### src/rtl/chs_seq_pkg.sv
`timescale 1ns/1ps
package chs_seq_pkg;
   localparam logic [7:0] SNS_NONE      = 8'h00;
   localparam logic [7:0] SNS_SEEK_MISS = 8'h15;
   localparam logic [7:0] SNS_BAD_ADDR  = 8'h21;

   typedef enum logic [1:0] {
      ST_IDLE,
      ST_CHECK,
      ST_MUL_HC,
      ST_MUL_SEC
   } seq_state_e;
endpackage

### src/rtl/chs_seq_mul.sv
`timescale 1ns/1ps
// p = a * b + addend; result strobed on rdy
module chs_seq_mul #(
   parameter int P_W        = 21,
   parameter int B_W        = 6,
   parameter bit SEQUENTIAL = 1'b1
) (
   input  logic           clk,
   input  logic           rst_n,
   input  logic           go,
   input  logic [P_W-1:0] a,
   input  logic [B_W-1:0] b,
   input  logic [P_W-1:0] addend,
   output logic           rdy,
   output logic [P_W-1:0] p
);
   generate
      if (B_W < 2) begin : g_bad_bw
         $error("chs_seq_mul: B_W must be at least 2");
      end

      if (SEQUENTIAL) begin : g_seq
         localparam int CW = $clog2(B_W + 1);
         logic [P_W-1:0] acc, mc;
         logic [B_W-1:0] mp;
         logic [CW-1:0]  left;
         logic           run, rdy_q;

         always_ff @(posedge clk) begin
            if (!rst_n) begin
               acc   <= '0;
               mc    <= '0;
               mp    <= '0;
               left  <= '0;
               run   <= 1'b0;
               rdy_q <= 1'b0;
            end else begin
               rdy_q <= 1'b0;
               if (go) begin
                  acc  <= addend;
                  mc   <= a;
                  mp   <= b;
                  left <= CW'(B_W);
                  run  <= 1'b1;
               end else if (run) begin
                  if (mp[0]) acc <= acc + mc;
                  mc   <= mc << 1;
                  mp   <= mp >> 1;
                  left <= left - CW'(1);
                  if (left == CW'(1)) begin
                     run   <= 1'b0;
                     rdy_q <= 1'b1;
                  end
               end
            end
         end

         assign rdy = rdy_q;
         assign p   = acc;

         // a multiplier result is a single-cycle strobe
         assert_mul_pulse_R1: assert property (@(posedge clk) disable iff (!rst_n)
            rdy |=> !rdy) else $error("multiplier strobe held");
      end else begin : g_comb
         logic [P_W-1:0] p_q;
         logic           rdy_q;

         always_ff @(posedge clk) begin
            if (!rst_n) begin
               p_q   <= '0;
               rdy_q <= 1'b0;
            end else begin
               rdy_q <= go;
               if (go) p_q <= a * P_W'(b) + addend;
            end
         end

         assign rdy = rdy_q;
         assign p   = p_q;
      end
   endgenerate
endmodule

### src/rtl/chs_seq_chk.sv
`timescale 1ns/1ps
module chs_seq_chk #(
   parameter int CYL_W  = 10,
   parameter int HEAD_W = 5,
   parameter int SEC_W  = 6
) (
   input  logic [CYL_W-1:0]  trk,
   input  logic [CYL_W-1:0]  cur_cyl,
   input  logic [HEAD_W-1:0] hd,
   input  logic [SEC_W-1:0]  sc,
   input  logic [HEAD_W-1:0] geo_heads,
   input  logic [SEC_W-1:0]  geo_spt,
   output logic              bad
);
   always_comb begin
      bad = (trk != cur_cyl) || (hd >= geo_heads) || (sc >= geo_spt);
   end
endmodule

### src/rtl/chs_seq_pos.sv
`timescale 1ns/1ps
// Position registers: requested triple, remaining count, head cylinder
module chs_seq_pos #(
   parameter int CYL_W  = 10,
   parameter int HEAD_W = 5,
   parameter int SEC_W  = 6,
   parameter int CNT_W  = 8
) (
   input  logic              clk,
   input  logic              rst_n,
   input  logic              load,
   input  logic              step,
   input  logic              seek,
   input  logic [CYL_W-1:0]  in_cyl,
   input  logic [HEAD_W-1:0] in_head,
   input  logic [SEC_W-1:0]  in_sec,
   input  logic [CNT_W-1:0]  in_cnt,
   input  logic [CYL_W-1:0]  geo_cyls,
   input  logic [HEAD_W-1:0] geo_heads,
   input  logic [SEC_W-1:0]  geo_spt,
   output logic [CYL_W-1:0]  trk,
   output logic [HEAD_W-1:0] hd,
   output logic [SEC_W-1:0]  sc,
   output logic [CNT_W:0]    left,
   output logic [CYL_W-1:0]  cur_cyl,
   output logic              seek_miss
);
   localparam int LEFT_W = CNT_W + 1;

   logic [SEC_W:0]   sc_inc;
   logic [HEAD_W:0]  hd_inc;
   logic [CYL_W:0]   cur_inc;
   logic [CYL_W-1:0] last_cyl, seek_tgt;
   logic             sc_wrap, hd_wrap;

   always_comb begin
      sc_inc    = {1'b0, sc} + (SEC_W + 1)'(1);
      hd_inc    = {1'b0, hd} + (HEAD_W + 1)'(1);
      cur_inc   = {1'b0, cur_cyl} + (CYL_W + 1)'(1);
      sc_wrap   = sc_inc >= {1'b0, geo_spt};
      hd_wrap   = hd_inc >= {1'b0, geo_heads};
      last_cyl  = geo_cyls - CYL_W'(1);
      seek_miss = in_cyl >= geo_cyls;
      seek_tgt  = seek_miss ? last_cyl : in_cyl;
   end

   always_ff @(posedge clk) begin
      if (!rst_n) begin
         trk     <= '0;
         hd      <= '0;
         sc      <= '0;
         left    <= '0;
         cur_cyl <= '0;
      end else if (load) begin
         trk  <= in_cyl;
         hd   <= in_head;
         sc   <= in_sec;
         left <= (in_cnt == '0) ? (LEFT_W'(1) << CNT_W) : {1'b0, in_cnt};
      end else if (seek) begin
         trk     <= in_cyl;
         cur_cyl <= seek_tgt;
      end else if (step) begin
         left <= left - LEFT_W'(1);
         if (!sc_wrap) begin
            sc <= sc_inc[SEC_W-1:0];
         end else begin
            sc <= '0;
            if (!hd_wrap) begin
               hd <= hd_inc[HEAD_W-1:0];
            end else begin
               hd      <= '0;
               trk     <= trk + CYL_W'(1);
               cur_cyl <= (cur_inc >= {1'b0, geo_cyls}) ? last_cyl : cur_inc[CYL_W-1:0];
            end
         end
      end
   end

   // a freshly loaded count is never zero
   assert_count_nonzero_R5: assert property (@(posedge clk) disable iff (!rst_n)
      load |=> left != '0) else $error("zero count after load");
   // the controller never steps once the final sector is reached
   assert_no_step_at_last_R9: assert property (@(posedge clk) disable iff (!rst_n)
      step |-> left > LEFT_W'(1)) else $error("step with count <= 1");
   // after a step the sector is inside the track
   assert_sec_in_track_R6: assert property (@(posedge clk) disable iff (!rst_n)
      (step && !load && !seek && geo_spt != '0) |=> sc < $past(geo_spt))
      else $error("sector past track end");
   // a seek leaves the head position on the drive
   assert_seek_in_range_R8: assert property (@(posedge clk) disable iff (!rst_n)
      (seek && !load && geo_cyls != '0) |=> cur_cyl < $past(geo_cyls))
      else $error("head position off the drive");
endmodule

### src/rtl/chs_seq.sv
`timescale 1ns/1ps
module chs_seq
   import chs_seq_pkg::*;
#(
   parameter int CYL_W   = 10,
   parameter int HEAD_W  = 5,
   parameter int SEC_W   = 6,
   parameter int CNT_W   = 8,
   parameter bit SEQ_MUL = 1'b1
) (
   input  logic                          clk,
   input  logic                          rst_n,
   input  logic                          start,
   input  logic                          next,
   input  logic                          seek,
   input  logic [CYL_W-1:0]              cmd_cyl,
   input  logic [HEAD_W-1:0]             cmd_head,
   input  logic [SEC_W-1:0]              cmd_sec,
   input  logic [CNT_W-1:0]              cmd_cnt,
   input  logic [CYL_W-1:0]              geo_cyls,
   input  logic [HEAD_W-1:0]             geo_heads,
   input  logic [SEC_W-1:0]              geo_spt,
   output logic [CYL_W+HEAD_W+SEC_W-1:0] lba,
   output logic                          done,
   output logic                          fault,
   output logic [7:0]                    sense,
   output logic                          last_blk,
   output logic [CYL_W-1:0]              cur_cyl,
   output logic                          busy
);
   localparam int LBA_W   = CYL_W + HEAD_W + SEC_W;
   localparam int MUL_B_W = (HEAD_W > SEC_W) ? HEAD_W : SEC_W;
   localparam int LEFT_W  = CNT_W + 1;

   generate
      if (CYL_W < 1 || HEAD_W < 1 || SEC_W < 1 || CNT_W < 1) begin : g_bad_width
         $error("chs_seq: all field widths must be positive");
      end
   endgenerate

   seq_state_e        state;
   logic              idle, acc_start, acc_seek, acc_next, bad;
   logic [CYL_W-1:0]  trk;
   logic [HEAD_W-1:0] hd;
   logic [SEC_W-1:0]  sc;
   logic [CNT_W:0]    left;
   logic              seek_miss;
   logic              mul_go, mul_rdy;
   logic [LBA_W-1:0]  mul_a, mul_add, mul_p;
   logic [MUL_B_W-1:0] mul_b;

   always_comb begin
      idle      = (state == ST_IDLE);
      acc_start = idle && start;
      acc_seek  = idle && seek && !start;
      acc_next  = idle && next && !start && !seek && (left > LEFT_W'(1));
   end

   chs_seq_pos #(.CYL_W(CYL_W), .HEAD_W(HEAD_W), .SEC_W(SEC_W), .CNT_W(CNT_W)) u_pos (
      .clk(clk), .rst_n(rst_n), .load(acc_start), .step(acc_next), .seek(acc_seek),
      .in_cyl(cmd_cyl), .in_head(cmd_head), .in_sec(cmd_sec), .in_cnt(cmd_cnt),
      .geo_cyls(geo_cyls), .geo_heads(geo_heads), .geo_spt(geo_spt),
      .trk(trk), .hd(hd), .sc(sc), .left(left), .cur_cyl(cur_cyl), .seek_miss(seek_miss)
   );

   chs_seq_chk #(.CYL_W(CYL_W), .HEAD_W(HEAD_W), .SEC_W(SEC_W)) u_chk (
      .trk(trk), .cur_cyl(cur_cyl), .hd(hd), .sc(sc),
      .geo_heads(geo_heads), .geo_spt(geo_spt), .bad(bad)
   );

   // first pass: trk * heads + hd; second pass: that * spt + sc
   always_comb begin
      if (state == ST_MUL_HC) begin
         mul_a   = mul_p;
         mul_b   = MUL_B_W'(geo_spt);
         mul_add = LBA_W'(sc);
      end else begin
         mul_a   = LBA_W'(trk);
         mul_b   = MUL_B_W'(geo_heads);
         mul_add = LBA_W'(hd);
      end
      mul_go = ((state == ST_CHECK) && !bad) || ((state == ST_MUL_HC) && mul_rdy);
   end

   chs_seq_mul #(.P_W(LBA_W), .B_W(MUL_B_W), .SEQUENTIAL(SEQ_MUL)) u_mul (
      .clk(clk), .rst_n(rst_n), .go(mul_go), .a(mul_a), .b(mul_b),
      .addend(mul_add), .rdy(mul_rdy), .p(mul_p)
   );

   always_ff @(posedge clk) begin
      if (!rst_n) begin
         state <= ST_IDLE;
         lba   <= '0;
         done  <= 1'b0;
         fault <= 1'b0;
         sense <= SNS_NONE;
      end else begin
         done <= 1'b0;
         case (state)
            ST_IDLE: begin
               if (acc_start || acc_next) begin
                  state <= ST_CHECK;
                  fault <= 1'b0;
                  sense <= SNS_NONE;
               end else if (acc_seek) begin
                  fault <= seek_miss;
                  sense <= seek_miss ? SNS_SEEK_MISS : SNS_NONE;
               end
            end
            ST_CHECK: begin
               if (bad) begin
                  fault <= 1'b1;
                  sense <= SNS_BAD_ADDR;
                  done  <= 1'b1;
                  state <= ST_IDLE;
               end else begin
                  state <= ST_MUL_HC;
               end
            end
            ST_MUL_HC: if (mul_rdy) state <= ST_MUL_SEC;
            ST_MUL_SEC: begin
               if (mul_rdy) begin
                  lba   <= mul_p;
                  done  <= 1'b1;
                  state <= ST_IDLE;
               end
            end
            default: state <= ST_IDLE;
         endcase
      end
   end

   assign busy     = !idle;
   assign last_blk = (left == LEFT_W'(1));

   // result strobe lasts one cycle
   assert_done_pulse_R1: assert property (@(posedge clk) disable iff (!rst_n)
      done |=> !done) else $error("done held");
   // every faulted result carries the address sense code
   assert_fault_sense_R2: assert property (@(posedge clk) disable iff (!rst_n)
      (done && fault) |-> sense == SNS_BAD_ADDR) else $error("wrong sense on fault");
   // seek fault reflects whether the head landed on the request
   assert_seek_result_R8: assert property (@(posedge clk) disable iff (!rst_n)
      acc_seek |=> fault == (cur_cyl != $past(cmd_cyl))) else $error("seek fault mismatch");
   // a seek strobe during a conversion leaves the head position alone
   assert_busy_ignore_R9: assert property (@(posedge clk) disable iff (!rst_n)
      (busy && seek) |=> $stable(cur_cyl)) else $error("seek taken while busy");
endmodule

### config.mk
export PLATFORM = sky130hd
export DESIGN_NAME = chs_seq
export DESIGN_NICKNAME = d
export VERILOG_FILES = /design/src/rtl/chs_seq_pkg.sv /design/src/rtl/chs_seq_mul.sv /design/src/rtl/chs_seq_chk.sv /design/src/rtl/chs_seq_pos.sv /design/src/rtl/chs_seq.sv
export SDC_FILE = /design/constraint.sdc
export NUM_CORES = 1
export LEC_CHECK = 0
export BUFFER_PORTS_ARGS = -buffer_cell sky130_fd_sc_hd__buf_2
export CAP_MARGIN = 5
export CELL_PAD_IN_SITES_DETAIL_PLACEMENT = 1
export CELL_PAD_IN_SITES_GLOBAL_PLACEMENT = 1
export CORE_MARGIN = 2
export CORE_UTILIZATION = 40
export DETAILED_ROUTE_END_ITERATION = 6
export MAX_ROUTING_LAYER = met4
export PLACE_DENSITY = 0.78
export SYNTH_ARGS = -nofsm -noshare
export SYNTH_HDL_FRONTEND = slang
export SYNTH_SLANG_ARGS = --single-unit
### constraint.sdc
create_clock -name clk -period 2.9 [get_ports clk]
set_input_delay 0.29 -clock clk [delete_from_list [all_inputs] [get_ports clk]]
set_output_delay 0.29 -clock clk [all_outputs]
set_load 0.05 [all_outputs]
After elaboration in Yosys (flattened, before gate mapping)
Cells that the tools add are included.
{ "totals": {"wordCells": 144, "inputBits": 55, "regBits": 126, "out_inout_bits": 43} }
{ "classes": {"mux": 57, "n_reduce_logical": 40, "add_sub_neg": 8, "bitwise": 3, "n_eq_ne": 12, "magnitude_cmp": 7} }
{ "op_table": {"columns": ["op", "count"], "rows": [
  ["2-to-1 mux 21 bit", 6],
  ["2-to-1 mux 10 bit", 11],
  ["2-to-1 mux 6 bit", 8],
  ["2-to-1 mux 9 bit", 4],
  ["2-to-1 mux 5 bit", 6],
  ["2-to-1 mux 8 bit", 3],
  ["adder 21 bit", 1],
  ["case mux 8 bit (2 select lines)", 1],
  ["nonzero test 2 bit", 8],
  ["AND reduction 3 bit", 4],
  ["adder 10 x 1 -> 11 bit (second input constant)", 1],
  ["greater-or-equal comparator 11 x 10 -> 1 bit", 1],
  ["adder 10 x 1 -> 10 bit (second input constant)", 1],
  ["greater-or-equal comparator 10 bit", 1],
  ["inequality test 10 bit", 1],
  ["subtractor 10 x 1 -> 10 bit (second input constant)", 1],
  ["equality test 9 x 1 -> 1 bit (second input constant)", 1],
  ["> comparator 9 x 1 -> 1 bit (second input constant)", 1],
  ["logical AND 1 bit", 9],
  ["2-to-1 mux 1 bit", 9],
  ["nonzero test 3 bit", 3],
  ["subtractor 9 x 1 -> 9 bit (second input constant)", 1],
  ["logical NOT 8 bit", 1],
  ["2-to-1 mux 2 bit", 4],
  ["24 further kinds", 40]
]} }

Depth between registers and ports, before layout
{ "logic_depth": {"word_depth": 8, "ltp_mapped": 14, "ltp_nobuf": 13} }

By module
Synthesis repeated with hierarchy kept, for this count alone.
{ "hier_totals": {"hier_cells": 1023, "area_unflattened_um2": 8414.3} }
{ "by_module_without_submodules": {"columns": ["mod", "area_each_um2", "cells_each", "n_inst"], "rows": [
  ["chs_seq_mul", 3316.9, 382, 1],
  ["chs_seq_pos", 3254.4, 410, 1],
  ["chs_seq", 1477.7, 182, 1],
  ["chs_seq_chk", 365.4, 49, 1]
]} }

Least setup slack after synthesis
No wires, ideal clock.
{ "synth_path": {"path_type": "flip-flop to flip-flop", "start": "register u_pos.cur_cyl[0]", "end": "register u_pos.cur_cyl[3]", "path_stages_with_launch": 15, "arrival_ps": 3213, "path_buffers": 1, "period_less_slack_ps": 3332, "required_ps": 2781, "setup_slack_ps": -432, "path_cell_list": "dfxtp_1 > ha_1 > nand2_1 > nor2_1 > and3_1 > xor2_1 > ha_1 > a21oi_1 > nor2b_1 > a311o_1 > a41oi_1 > buf_6 > mux2i_1 > nor2_1 > o221a_2"} }
{ "synth_via": {"elab_chain_len": 7} }
{ "synth_rtl": {"columns": ["element", "line", "text"], "rows": [
  ["start: declaration", "chs_seq_pos.sv:25", "output logic [CYL_W-1:0] cur_cyl,"],
  ["start signal: assignment", "chs_seq_pos.sv:61", "cur_cyl <= seek_tgt;"],
  ["start signal: assignment", "chs_seq_pos.sv:73", "cur_cyl <= (cur_inc >= {1'b0, geo_cyls}) ? last_cyl : cur_inc[CYL_W-1:0];"],
  ["adder 10 x 1 -> 11 bit *", "chs_seq_pos.sv:39", "cur_inc = {1'b0, cur_cyl} + (CYL_W + 1)'(1);"],
  ["greater-or-equal comparator 11 x 10 -> 1 bit", "chs_seq_pos.sv:73", null],
  ["2-to-1 mux 10 bit *", "chs_seq_pos.sv:73", null],
  ["2-to-1 mux 10 bit *", "chs_seq_pos.sv:68", "if (!hd_wrap) begin"],
  ["2-to-1 mux 10 bit *", "chs_seq_pos.sv:64", "if (!sc_wrap) begin"],
  ["2-to-1 mux 10 bit *", "chs_seq_pos.sv:62", "end else if (step) begin"],
  ["2-to-1 mux 10 bit *", "chs_seq_pos.sv:59", "end else if (seek) begin"]
]} }
Mark *: on every way between the ends. The rest lies on a longest branch, timed or not. The select of a mux whose other input is x is not followed.
A chain may end at the register's enable or synchronous reset.

Worst setup path after layout
{ "layout_path": {"start": "register u_pos.cur_cyl[1]", "end": "register u_pos.cur_cyl[3]"} }
Same word-level chain as after synthesis.

==> out/metrics.cfg <==
[outcome]
status = completed

[setup_path]
timing.rr.start = u_pos.cur_cyl[1]$_SDFFE_PN0P_
r2r-end = u_pos.cur_cyl[3]$_SDFFE_PN0P_
required_ps = 3210
rrSetupSlack_ps = 8
crit_type = register to register
arrival_ps = 3200
reg2reg_depth = 14
critical_path.startpoint_type = register
startpoint = u_pos.cur_cyl[1]$_SDFFE_PN0P_
path_max_fanout = 4
end_kind = register

[logic_synthesis]
yosysSeqAreaShare_pct = 28.62
synth_top_area_share_pct = 28.62
ys_types = 75
synth_area_leaders = dfxtp_1 (29%), ha_1 (11%), nand2_1 (5.8%)
syn-instance-count = 1048
yosysTopAreaCell = dfxtp_1
synth_seq_cells = 120
synthFlopType = dfxtp_1
synthArstFlopShare_pct = 0
synth-edff-count = 0
synth_warnings = 0
synth_area_per_cell_um2 = 8.009
syn-cell-area_um2 = 8393

[power_and_ir_drop]
pwr-share-comb_pct = 20.9
power_frac_clock_pct = 42.8
ir_drop_v = 0.0003678
internal-power_mw = 3.433
power_switching_share_pct = 30.58
p_leak_nw = 4.190
p_switching_mw = 1.512
finalPower_mw = 4.945
p_per_area_nw_per_um2 = 488.4
seqPwrFrac_pct = 36.3

[placement]
placedCellCount = 1390
portBuffers = 93
dp_hpwl_mm = 18.80
place_congestion = 0.8604
dp_slack_ps = -92.23
placed_area_um2 = 9346

[routing]
ant_nets = 0
vias = 8279
wl_mm = 26.86
dr.pass1.iters = 5
first_iter_violations = 428
drc = 0
vias_per_cell = 5.802
wire_per_inst_um = 18.83

[cells_and_area]
layout_common_cells = nand2_1 (128), dfxtp_1 (113), buf_2 (93), a21oi_1 (87), nor2_1 (78)
final_cells = 1427
area.growth.synth_to_final_pct = 20.62
diodes = 0
drive_gt1_share_pct = 20.48
utilization_pct = 49.55
mostFrequentLayoutCell = nand2_1
final_area_um2 = 10120
nNetsFinal = 1272

[sta]
fmax_mhz = 345.8
tightest_slew_ps = 690.7
relSlewSlack_pct = 53.84
hold_slack_ps = 151.2
skew_ps = 13.91
hold_viol_final = 0
setup_slack_ps = 8.443
rsz0062_at_grt = true
setup_viol = 0
fin_crit_ps = 2892
slew_viol_final = 0
period_share_pct = 99.71
fin_setup_tns_ps = 0

[die]
core_um2 = 20430
fp.dieH_um = 148.9
start_util_pct = 41.08
die_w_um = 148.9
rows = 52
die_area_um2 = 22160
io_pins = 98

[clock_tree]
clkLatencyLatePin_ps = 430
clk_pin_slew_ps = 60
cts_root_buf = clkbuf_16
cts_sinks = 120
cts_buffer_depth = 2
cts_buffers = 17
hold_buffers = 0
tritoncts = yes
htree_num_levels = 4

[grt]
grt_first_pass_wirelength_mm = 42.97
antenna_found_initial = 0
grt_start_max_net_pins = 57
grt.overflow.total = 0
grt_usage_pct = 24.96
grt_pass1_vias = 8324

[worst_hold_path]
worst_hold_startpoint = cmd_cnt[1]
holdPathEnd = u_pos.left[1]$_SDFFE_PN0P_
min_path_cells = 3
hold_path_class = input pin to register

[job]
cap_violations = 0

==> timing repair <==
item	in CTS	in global routing
resized for setup	2	22
setup endpoints to repair	5	16
gates cloned	0	1
buffers inserted	4	1
pin swaps	5	15
==> registers in the layout, summed over array words and instances (netlist names), 2 cells and up, named ones only <==
signal,count
lba,21
u_mul.g_seq.mc,21
u_mul.p,21
u_pos.cur_cyl,10
u_pos.trk,10
u_pos.left,9
u_mul.g_seq.mp,6
u_pos.sc,6
u_pos.hd,5
u_mul.g_seq.left,3
sense,2
==> how the worst max path moves through the flow <==
stage | endpoint | slack, ps | cells after the start
CTS | u_pos.cur_cyl[8]$_SDFFE_PN0P_ | -30 | 15
finish | u_pos.cur_cyl[3]$_SDFFE_PN0P_ | 8 | 14
detailed placement | u_pos.cur_cyl[1]$_SDFFE_PN0P_ | -90 | 14
global placement | u_pos.cur_cyl[1]$_SDFFE_PN0P_ | 30 | 14
global route | u_pos.cur_cyl[7]$_SDFFE_PN0P_ | -100 | 15
floorplan | u_pos.cur_cyl[3]$_SDFFE_PN0P_ | 2 | 11
==> cell families after synthesis <==
family	Yosys count	synth area share (%)
and+or+nand+nor	350	20.01
AOI/OAI and AO/OA	283	22.05
DFF	120	28.62
buffers and inverters	112	5.814
adders and majority gates	72	10.82
muxes	60	7.424
xor gates and xnor gates	50	5.218
other	1	0.04468
==> power groups by stage <==
stage | Combinational, mW | Sequential (mW) | Clock [mW]
floorplan | 0.579 | 1.88 | 0
global placement | 0.922 | 1.82 | 0
detailed placement | 0.948 | 1.83 | 0
CTS | 0.971 | 1.79 | 2.15
global route | 1.12 | 1.80 | 2.24
finish | 1.03 | 1.80 | 2.12
==> critical path: stages, from the launching register on <==
cell	delay, ps
dfxtp_4	360
ha_4	160
nand2_4	60
nor2_4	80
and3_4	220
xor2_4	180
ha_4	230
a21oi_2	110
nor2b_1	70
a311o_1	320
a41oi_4	280
clkbuf_16	200
mux2i_1	210
nor2_1	60
o221a_2	240
==> cells in the mapped netlist (20+ instances only) <==
master    number
a211oi_1      46
a21oi_1       88
and3_1        20
clkbuf_1      40
dfxtp_1      120
ha_1          71
inv_1         44
mux2i_1       42
nand2_1      129
nand3_1       33
nor2_1        81
o21ai_0       45
xnor2_1       38
==> routing by layer <==
layer  vias up  global-route usage (%)  part of all wire, %
met2       174                   39.79                   47
met3        45                   3.914                  3.7
met5         -                       -                    0
li1       3977                       -                    -
met4         0                   8.524                  2.2
met1      4083                   32.39                   47
==> area by class of cell <==
type | instances | area (µm²)
clock inverters | 12 | 127.6
flip-flops and latches | 120 | 2419
multi-input cells | 819 | 5677
fillers | 2504 | 10310
repair buffers | 143 | 944.7
inverters | 44 | 165.2
well taps | 270 | 337.8
clock buffers | 19 | 452.9
Power figures use the tool's default switching activity.
